===== src/rtl/rds_pkg.sv =====
// Package: shared state encoding for the divider setting search engine.
// Assumes: nothing beyond a standard SystemVerilog compilation unit.
package rds_pkg;

    // Scan controller states, in the order a search moves through them
    typedef enum logic [2:0] {
        ST_IDLE,
        ST_PRE,
        ST_FIXED,
        ST_PICK,
        ST_WAIT,
        ST_FIN
    } scan_state_e;

endpackage


===== src/rtl/rds_divider.sv =====
// Module: rds_divider
// Unsigned restoring divider, one quotient bit per clock. A go pulse while
// idle loads the operands. After W iteration cycles, done pulses for one
// cycle with the quotient valid in that same cycle. The quotient is held
// until the next go.
// Assumes: go is ignored while a division runs; a zero divisor yields 0.
module rds_divider #(
    parameter int W = 32
) (
    input  logic         clk,
    input  logic         rst_n,
    input  logic         go,
    input  logic [W-1:0] dividend,
    input  logic [W-1:0] divisor,
    output logic         done,
    output logic [W-1:0] quotient
);
    localparam int CNT_W = $clog2(W + 1);

    logic             running;
    logic [CNT_W-1:0] cnt;
    logic [W-1:0]     rem;
    logic [W-1:0]     quo;
    logic [W-1:0]     dvs;
    logic             by_zero;
    logic [W:0]       shl;
    logic [W:0]       trial;

    // Shift next dividend bit into the partial remainder and try a subtract
    always_comb begin
        shl   = {rem, quo[W-1]};
        trial = shl - {1'b0, dvs};
    end

    // Load operands on go, then iterate one quotient bit per cycle
    always_ff @(posedge clk) begin
        if (!rst_n) begin
            running <= 1'b0;
            cnt     <= '0;
            rem     <= '0;
            quo     <= '0;
            dvs     <= '0;
            by_zero <= 1'b0;
            done    <= 1'b0;
        end else begin
            done <= 1'b0;
            if (go && !running) begin
                rem     <= '0;
                quo     <= dividend;
                dvs     <= divisor;
                by_zero <= (divisor == '0);
                cnt     <= CNT_W'(W);
                running <= 1'b1;
            end else if (running) begin
                if (!trial[W]) begin
                    rem <= trial[W-1:0];
                    quo <= {quo[W-2:0], 1'b1};
                end else begin
                    rem <= shl[W-1:0];
                    quo <= {quo[W-2:0], 1'b0};
                end
                cnt <= cnt - 1'b1;
                if (cnt == CNT_W'(1)) begin
                    running <= 1'b0;
                    done    <= 1'b1;
                end
            end
        end
    end

    // Zero divisor forces a zero result
    always_comb quotient = by_zero ? '0 : quo;

endmodule


===== src/rtl/rds_best.sv =====
// Module: rds_best
// Keeps the best candidate of a search. A candidate is taken when its rate
// is not above the target and its distance to the target is strictly
// smaller than the current best's. The best resets to zero rate, M 0, N 0
// on clear.
// Assumes: cand_valid is a one-cycle strobe; clear and cand_valid never coincide.
module rds_best #(
    parameter int RATE_W = 32,
    parameter int M_W    = 4,
    parameter int N_W    = 3
) (
    input  logic              clk,
    input  logic              rst_n,
    input  logic              clear,
    input  logic              cand_valid,
    input  logic [RATE_W-1:0] cand_rate,
    input  logic [M_W-1:0]    cand_m,
    input  logic [N_W-1:0]    cand_n,
    input  logic [RATE_W-1:0] target,
    output logic [RATE_W-1:0] best_rate,
    output logic [M_W-1:0]    best_m,
    output logic [N_W-1:0]    best_n
);
    logic take;

    function automatic logic [RATE_W-1:0] gap(input logic [RATE_W-1:0] a,
                                              input logic [RATE_W-1:0] b);
        return (a > b) ? (a - b) : (b - a);
    endfunction

    // Decide whether the offered candidate improves on the held best
    always_comb begin
        take = cand_valid && (cand_rate <= target) &&
               (gap(target, cand_rate) < gap(target, best_rate));
    end

    // Hold the best pair, cleared at the start of every search
    always_ff @(posedge clk) begin
        if (!rst_n || clear) begin
            best_rate <= '0;
            best_m    <= '0;
            best_n    <= '0;
        end else if (take) begin
            best_rate <= cand_rate;
            best_m    <= cand_m;
            best_n    <= cand_n;
        end
    end

endmodule


===== src/rtl/rds_scan.sv =====
// Module: rds_scan
// Search controller. On an accepted start it latches the inputs. It then
// computes the base rate (parent / pre / FIXED_DIV) once and walks every
// (M, N) pair in M-major order, issuing base >> N divided by M + offset to
// the shared divider. Each quotient goes to the best tracker. Pairs with a
// zero divisor are skipped.
// Assumes: the divider answers every go with exactly one done pulse.
module rds_scan
    import rds_pkg::*;
#(
    parameter int RATE_W    = 32,
    parameter int PRE_W     = 8,
    parameter int OFF_W     = 8,
    parameter int M_W       = 4,
    parameter int N_W       = 3,
    parameter int FIXED_DIV = 10
) (
    input  logic              clk,
    input  logic              rst_n,
    input  logic              start,
    input  logic [RATE_W-1:0] parent_rate,
    input  logic [RATE_W-1:0] target_rate,
    input  logic [PRE_W-1:0]  pre_div,
    input  logic [OFF_W-1:0]  m_offset,
    output logic              busy,
    output logic              done,
    output logic              div_go,
    output logic [RATE_W-1:0] div_a,
    output logic [RATE_W-1:0] div_b,
    input  logic              div_done,
    input  logic [RATE_W-1:0] div_q,
    output logic              trk_clear,
    output logic              cand_valid,
    output logic [RATE_W-1:0] cand_rate,
    output logic [M_W-1:0]    cand_m,
    output logic [N_W-1:0]    cand_n,
    output logic [RATE_W-1:0] tgt_q
);
    localparam logic [M_W-1:0] M_LAST = '1;
    localparam logic [N_W-1:0] N_LAST = '1;

    scan_state_e       state;
    logic [OFF_W-1:0]  off_q;
    logic [RATE_W-1:0] base;
    logic [M_W-1:0]    m_idx;
    logic [N_W-1:0]    n_idx;
    logic [RATE_W-1:0] pair_div;
    logic              last_pair;

    // Divisor of the current pair and end-of-scan detection
    always_comb begin
        pair_div  = RATE_W'(off_q) + RATE_W'(m_idx);
        last_pair = (m_idx == M_LAST) && (n_idx == N_LAST);
    end

    // Handshake and candidate strobes seen by the rest of the block
    always_comb begin
        busy       = (state != ST_IDLE);
        trk_clear  = (state == ST_IDLE) && start;
        cand_valid = (state == ST_WAIT) && div_done;
        cand_rate  = div_q;
        cand_m     = m_idx;
        cand_n     = n_idx;
    end

    // Main sequencer: base rate, then the M-major pair walk, then completion
    always_ff @(posedge clk) begin
        if (!rst_n) begin
            state  <= ST_IDLE;
            off_q  <= '0;
            tgt_q  <= '0;
            base   <= '0;
            m_idx  <= '0;
            n_idx  <= '0;
            div_go <= 1'b0;
            div_a  <= '0;
            div_b  <= '0;
            done   <= 1'b0;
        end else begin
            div_go <= 1'b0;
            done   <= 1'b0;
            case (state)
                ST_IDLE: begin
                    if (start) begin
                        off_q  <= m_offset;
                        tgt_q  <= target_rate;
                        m_idx  <= '0;
                        n_idx  <= '0;
                        div_a  <= parent_rate;
                        div_b  <= RATE_W'(pre_div);
                        div_go <= 1'b1;
                        state  <= ST_PRE;
                    end
                end
                ST_PRE: begin
                    if (div_done) begin
                        div_a  <= div_q;
                        div_b  <= RATE_W'(FIXED_DIV);
                        div_go <= 1'b1;
                        state  <= ST_FIXED;
                    end
                end
                ST_FIXED: begin
                    if (div_done) begin
                        base  <= div_q;
                        state <= ST_PICK;
                    end
                end
                ST_PICK: begin
                    if (pair_div != '0) begin
                        div_a  <= base >> n_idx;
                        div_b  <= pair_div;
                        div_go <= 1'b1;
                        state  <= ST_WAIT;
                    end else if (last_pair) begin
                        state <= ST_FIN;
                    end else begin
                        n_idx <= n_idx + 1'b1;
                        if (n_idx == N_LAST) m_idx <= m_idx + 1'b1;
                    end
                end
                ST_WAIT: begin
                    if (div_done) begin
                        if (last_pair) begin
                            state <= ST_FIN;
                        end else begin
                            n_idx <= n_idx + 1'b1;
                            if (n_idx == N_LAST) m_idx <= m_idx + 1'b1;
                            state <= ST_PICK;
                        end
                    end
                end
                ST_FIN: begin
                    done  <= 1'b1;
                    state <= ST_IDLE;
                end
                default: state <= ST_IDLE;
            endcase
        end
    end

endmodule


===== src/rtl/rate_div_search.sv =====
// Module: rate_div_search (top)
// Finds the (M, N) divider settings whose chain output is closest to, and
// not above, a requested rate. It is built from the scan controller, one
// shared restoring divider and the best tracker.
// Assumes: inputs are sampled only on the accepted start cycle.
module rate_div_search #(
    parameter int RATE_W    = 32,
    parameter int PRE_W     = 8,
    parameter int OFF_W     = 8,
    parameter int M_W       = 4,
    parameter int N_W       = 3,
    parameter int FIXED_DIV = 10
) (
    input  logic              clk,
    input  logic              rst_n,
    input  logic              start,
    input  logic [RATE_W-1:0] parent_rate,
    input  logic [RATE_W-1:0] target_rate,
    input  logic [PRE_W-1:0]  pre_div,
    input  logic [OFF_W-1:0]  m_offset,
    output logic              busy,
    output logic              done,
    output logic [M_W-1:0]    best_m,
    output logic [N_W-1:0]    best_n,
    output logic [RATE_W-1:0] best_rate
);
    logic              div_go;
    logic [RATE_W-1:0] div_a;
    logic [RATE_W-1:0] div_b;
    logic              div_done;
    logic [RATE_W-1:0] div_q;
    logic              trk_clear;
    logic              cand_valid;
    logic [RATE_W-1:0] cand_rate;
    logic [M_W-1:0]    cand_m;
    logic [N_W-1:0]    cand_n;
    logic [RATE_W-1:0] tgt_q;

    rds_scan #(
        .RATE_W(RATE_W), .PRE_W(PRE_W), .OFF_W(OFF_W),
        .M_W(M_W), .N_W(N_W), .FIXED_DIV(FIXED_DIV)
    ) u_scan (
        .clk(clk), .rst_n(rst_n), .start(start),
        .parent_rate(parent_rate), .target_rate(target_rate),
        .pre_div(pre_div), .m_offset(m_offset),
        .busy(busy), .done(done),
        .div_go(div_go), .div_a(div_a), .div_b(div_b),
        .div_done(div_done), .div_q(div_q),
        .trk_clear(trk_clear), .cand_valid(cand_valid),
        .cand_rate(cand_rate), .cand_m(cand_m), .cand_n(cand_n),
        .tgt_q(tgt_q)
    );

    rds_divider #(.W(RATE_W)) u_div (
        .clk(clk), .rst_n(rst_n), .go(div_go),
        .dividend(div_a), .divisor(div_b),
        .done(div_done), .quotient(div_q)
    );

    rds_best #(.RATE_W(RATE_W), .M_W(M_W), .N_W(N_W)) u_best (
        .clk(clk), .rst_n(rst_n), .clear(trk_clear),
        .cand_valid(cand_valid), .cand_rate(cand_rate),
        .cand_m(cand_m), .cand_n(cand_n), .target(tgt_q),
        .best_rate(best_rate), .best_m(best_m), .best_n(best_n)
    );

endmodule


===== config.mk =====
export PLATFORM = sky130hd
export DESIGN_NAME = rate_div_search
export DESIGN_NICKNAME = d
export VERILOG_FILES = /design/src/rtl/rds_pkg.sv /design/src/rtl/rds_divider.sv /design/src/rtl/rds_best.sv /design/src/rtl/rds_scan.sv /design/src/rtl/rate_div_search.sv
export SDC_FILE = /design/constraint.sdc
export NUM_CORES = 1
export LEC_CHECK = 0
export ABC_AREA = 1
export BUFFER_PORTS_ARGS = -buffer_cell sky130_fd_sc_hd__buf_4
export CORE_ASPECT_RATIO = 0.6
export CORE_MARGIN = 2
export CORE_UTILIZATION = 30
export DETAILED_ROUTE_END_ITERATION = 6
export GPL_TIMING_DRIVEN = 0
export SYNTH_ARGS = -nofsm -noshare
export SYNTH_HDL_FRONTEND = slang
export SYNTH_HIERARCHICAL = 1
export SYNTH_SLANG_ARGS = --single-unit

===== constraint.sdc =====
create_clock -name clk -period 4.2 [get_ports clk]
set_clock_uncertainty 0.2 [all_clocks]
set_input_delay 0.42 -clock clk [delete_from_list [all_inputs] [get_ports clk]]
set_output_delay 0.42 -clock clk [all_outputs]
set_load 0.005 [all_outputs]

==> results.yml <==
run_status:
  status: "complete, but fails checks"
  violations: "design-rule violations, negative setup slack"
synthesis:
  synth_top_area_share_pct: 21.10
  async_flop_share_pct: 0
  syn-instance-count: 4273
  ys_ff_latch: 269
  synthDistinctLibCells: 56
  synth_enable_flop_cells: 0
  yosys-top-cells-count: "nand2_1, inv_1, nor2_1"
  synth_largest_area_cell: "dfxtp_1"
  syn_avg_cell_area_um2: 5.974
  seq_area_frac_synth_pct: 21.10
  synth.most_common_cell: "nand2_1"
  synthesis.area_um2: 25530
  ys_warn_count: 6
  synthFlopType: "dfxtp_1"
  synthTopCellsByArea: "dfxtp_1, nand2_1, ha_1, inv_1, nor2_1"
global_route:
  grt_max_degree: 15
  gr-total-overflow: 0
  antenna_found_initial: 3
  grt_pass1_wl_um: 164300
  grt_usage_pct: 25.01
  grt_pass1_vias: 24860
sta:
  period_share_pct: 110.8
  drv_slew: 0
  tightest_slew_ps: 1286
  hold_viol: 0
  setup_tns_ps: -15770
  fmax_mhz: 214.9
  slew_headroom_pct: 13.77
  fin_crit_ps: 4653
  rsz0062_at_grt: "true"
  layout_setup_ws_ps: -453.0
  setup_violations: 39
drt:
  avgRoutedWirePerCell_um: 20.27
  drt_first_pass_iters: 7
  routed_wl_um: 116800
  ant_nets: 0
  num_vias: 29500
  viasPerCell: 5.122
  drc_errors: 1
  drt_iter0_drc: 3942
power_and_ir_drop:
  irDropWorstVdd_mv: 0.4201
  power_mw: 30.16
  power_density_nw_per_um2: 914.1
  leakagePower_nw: 16.11
floorplanning:
  core-area_um2: 83820
  num_rows: 82
  die_h_um: 229.9
  start_util_pct: 30.45
  pin_count: 124
  dieArea_um2: 87510
  die_x_um: 380.6
worst_setup_path:
  crit_slowest_cell: "dfxtp_4"
  crit_top_cell: "nor2_4"
  crit_path_start_kind: "flip-flop"
  crit_fanout: 5
  critical_path_arrival_ps: 4990
  criticalPathCategory: "reg -> reg"
  required_ps: 4540
  end_kind: "flip-flop"
  critPathTopFamily: "simple AND/OR/NAND/NOR gates"
  path_buf_inv: 11
  cpPeakStageDelay_ps: 360
placement:
  dpl_cell_area_um2: 27960
  place_hpwl_um: 94840
  place_congestion: 1.044
  io_buffers: 123
  dp.cells: 5552
layout:
  stdcell_count: 5759
  fin_util_pct: 39.36
  final_layout_size_suffix_gt1_share_pct: 21.41
  nets: 4891
  area_growth_pct: 29.25
  insertedDiodeCount: 0
  final_cell_area_um2: 32990
cts:
  clk_latency_ps: 640
  clk_pin_slew_ps: 70
  root_buffer: "clkbuf_16"
  clock-sinks: 269
  numCtsBuffers: 30
  clk_path_buf_depth: 3
  h-tree-depth: 1
  cts_tree: "done"
worst_hold_path:
  hold_class: "in -> reg"
run:
  drv_cap: 0
[registers in the layout, summed over array words and instances (netlist names), 6 cells and up]
name	count
u_div/rem	32
u_scan/base	32
u_scan/div_b	9
u_scan/tgt_q	32
u_scan/div_a	32
u_scan/off_q	8
u_div/quo	32
u_best/best_rate	32
u_div/dvs	32
u_div/cnt	6
[per-layer routing]
metal / global-route usage, % / part of all wire [%] / vias up / wire length (um)
met3: 11.26 / 16 / 82 / 18700
met1: 41.73 / 51 / 13730 / 59660
li1: - / - / 14090 / -
met4: 3.150 / 1.3 / 2 / 1495
met5: 0 / 0.011 / - / 13
met2: 27.13 / 32 / 1591 / 36870
[placed cells by master, fill, tap and decap left out, types with 14 or more instances in the layout]
cell type	n
nand4_1	72
ha_1	151
nor3_1	14
nor2_2	36
nand3_2	33
a22oi_1	30
o21ai_1	35
dlygate4sd3_1	44
ha_4	42
nand2_1	1157
a21oi_2	67
o221a_2	15
inv_1	611
clkbuf_1	74
buf_2	22
clkbuf_16	42
o21ai_0	213
nand2_2	113
dfxtp_1	263
nor2_1	346
buf_6	20
buf_4	274
nor2_4	59
nand2_4	58
o21ai_2	15
nand3_1	154
xor2_1	72
a21o_1	16
conb_1	23
o21ai_4	14
a21oi_1	240
inv_2	64
[report_power, final]
group	total [mW]	leakage [nW]	switching, mW	internal [mW]
Sequential	3.50	2.20	0.462	3.04
Combinational	23.7	13.4	15.8	8.00
Clock	2.91	0.510	1.26	1.65
Total	30.2	16.1	17.5	12.7
[per-stage QoR]
stage / hold slack (ps) / setup slack (ps)
after floorplan: 233.1 / 4.239
after global placement: 250.3 / -2553
after detailed placement: 254.9 / -2549
after CTS: 2.891 / -479.8
after global routing: 46.58 / -586.9
final: 25.55 / -453.0
[worst register-to-register path, delay by kind of cell, from the launching register on]
| kind | cells | cell delay, ps |
|---|---|---|
| adders and majority gates | 2 | 560 |
| buffers and inverters | 11 | 1410 |
| DFF | 1 | 360 |
| and+or+nand+nor | 14 | 1660 |
| AOI/OAI and AO/OA | 3 | 390 |
[cells by family (layout without fill, tap and decap cells)]
logic type	after synthesis	count (layout)	share of synthesized area, %
other	1	23	0.01469
xor gates and xnor gates	83	83	2.848
AOI/OAI and AO/OA	722	722	16.21
DFF	269	269	21.10
adders and majority gates	205	205	10.23
and+or+nand+nor	2092	2092	34.56
muxes	12	12	0.4706
buffers and inverters	889	1219	14.58
[final cells by class]
class	count	area, um2
multi-input cells	3137	18740
clock buffers	41	883.3
clock inverters	13	152.6
plain buffers	183	1242
inverters	683	2579
flip-flops and latches	269	5398
well taps	1134	1419
fillers	9077	50830
repair buffers	299	2584
[what timing repair did]
item / in CTS / in global routing
cloned: 4 / 4
pin swaps: 72 / 149
buffers inserted: 67 / 59
hold buffers: 44 / 0
endpoints found under the hold margin: 44 / 0
setup endpoints to repair: 39 / 39
resized for setup: 354 / 368
[worst paths after layout]
kind,startpoint,endpoint,slack (ps),cells past startpoint
max reg2reg,u_div/by_zero,u_best/best_rate[26],-450,30
max,u_div/by_zero,u_best/best_rate[26],-450,30
min reg2reg,u_div/dvs[6],u_div/dvs[6],260,2
min,pre_div[0],u_scan/div_b[0],30,5
No activity file was read; power rests on OpenSTA's default activity.
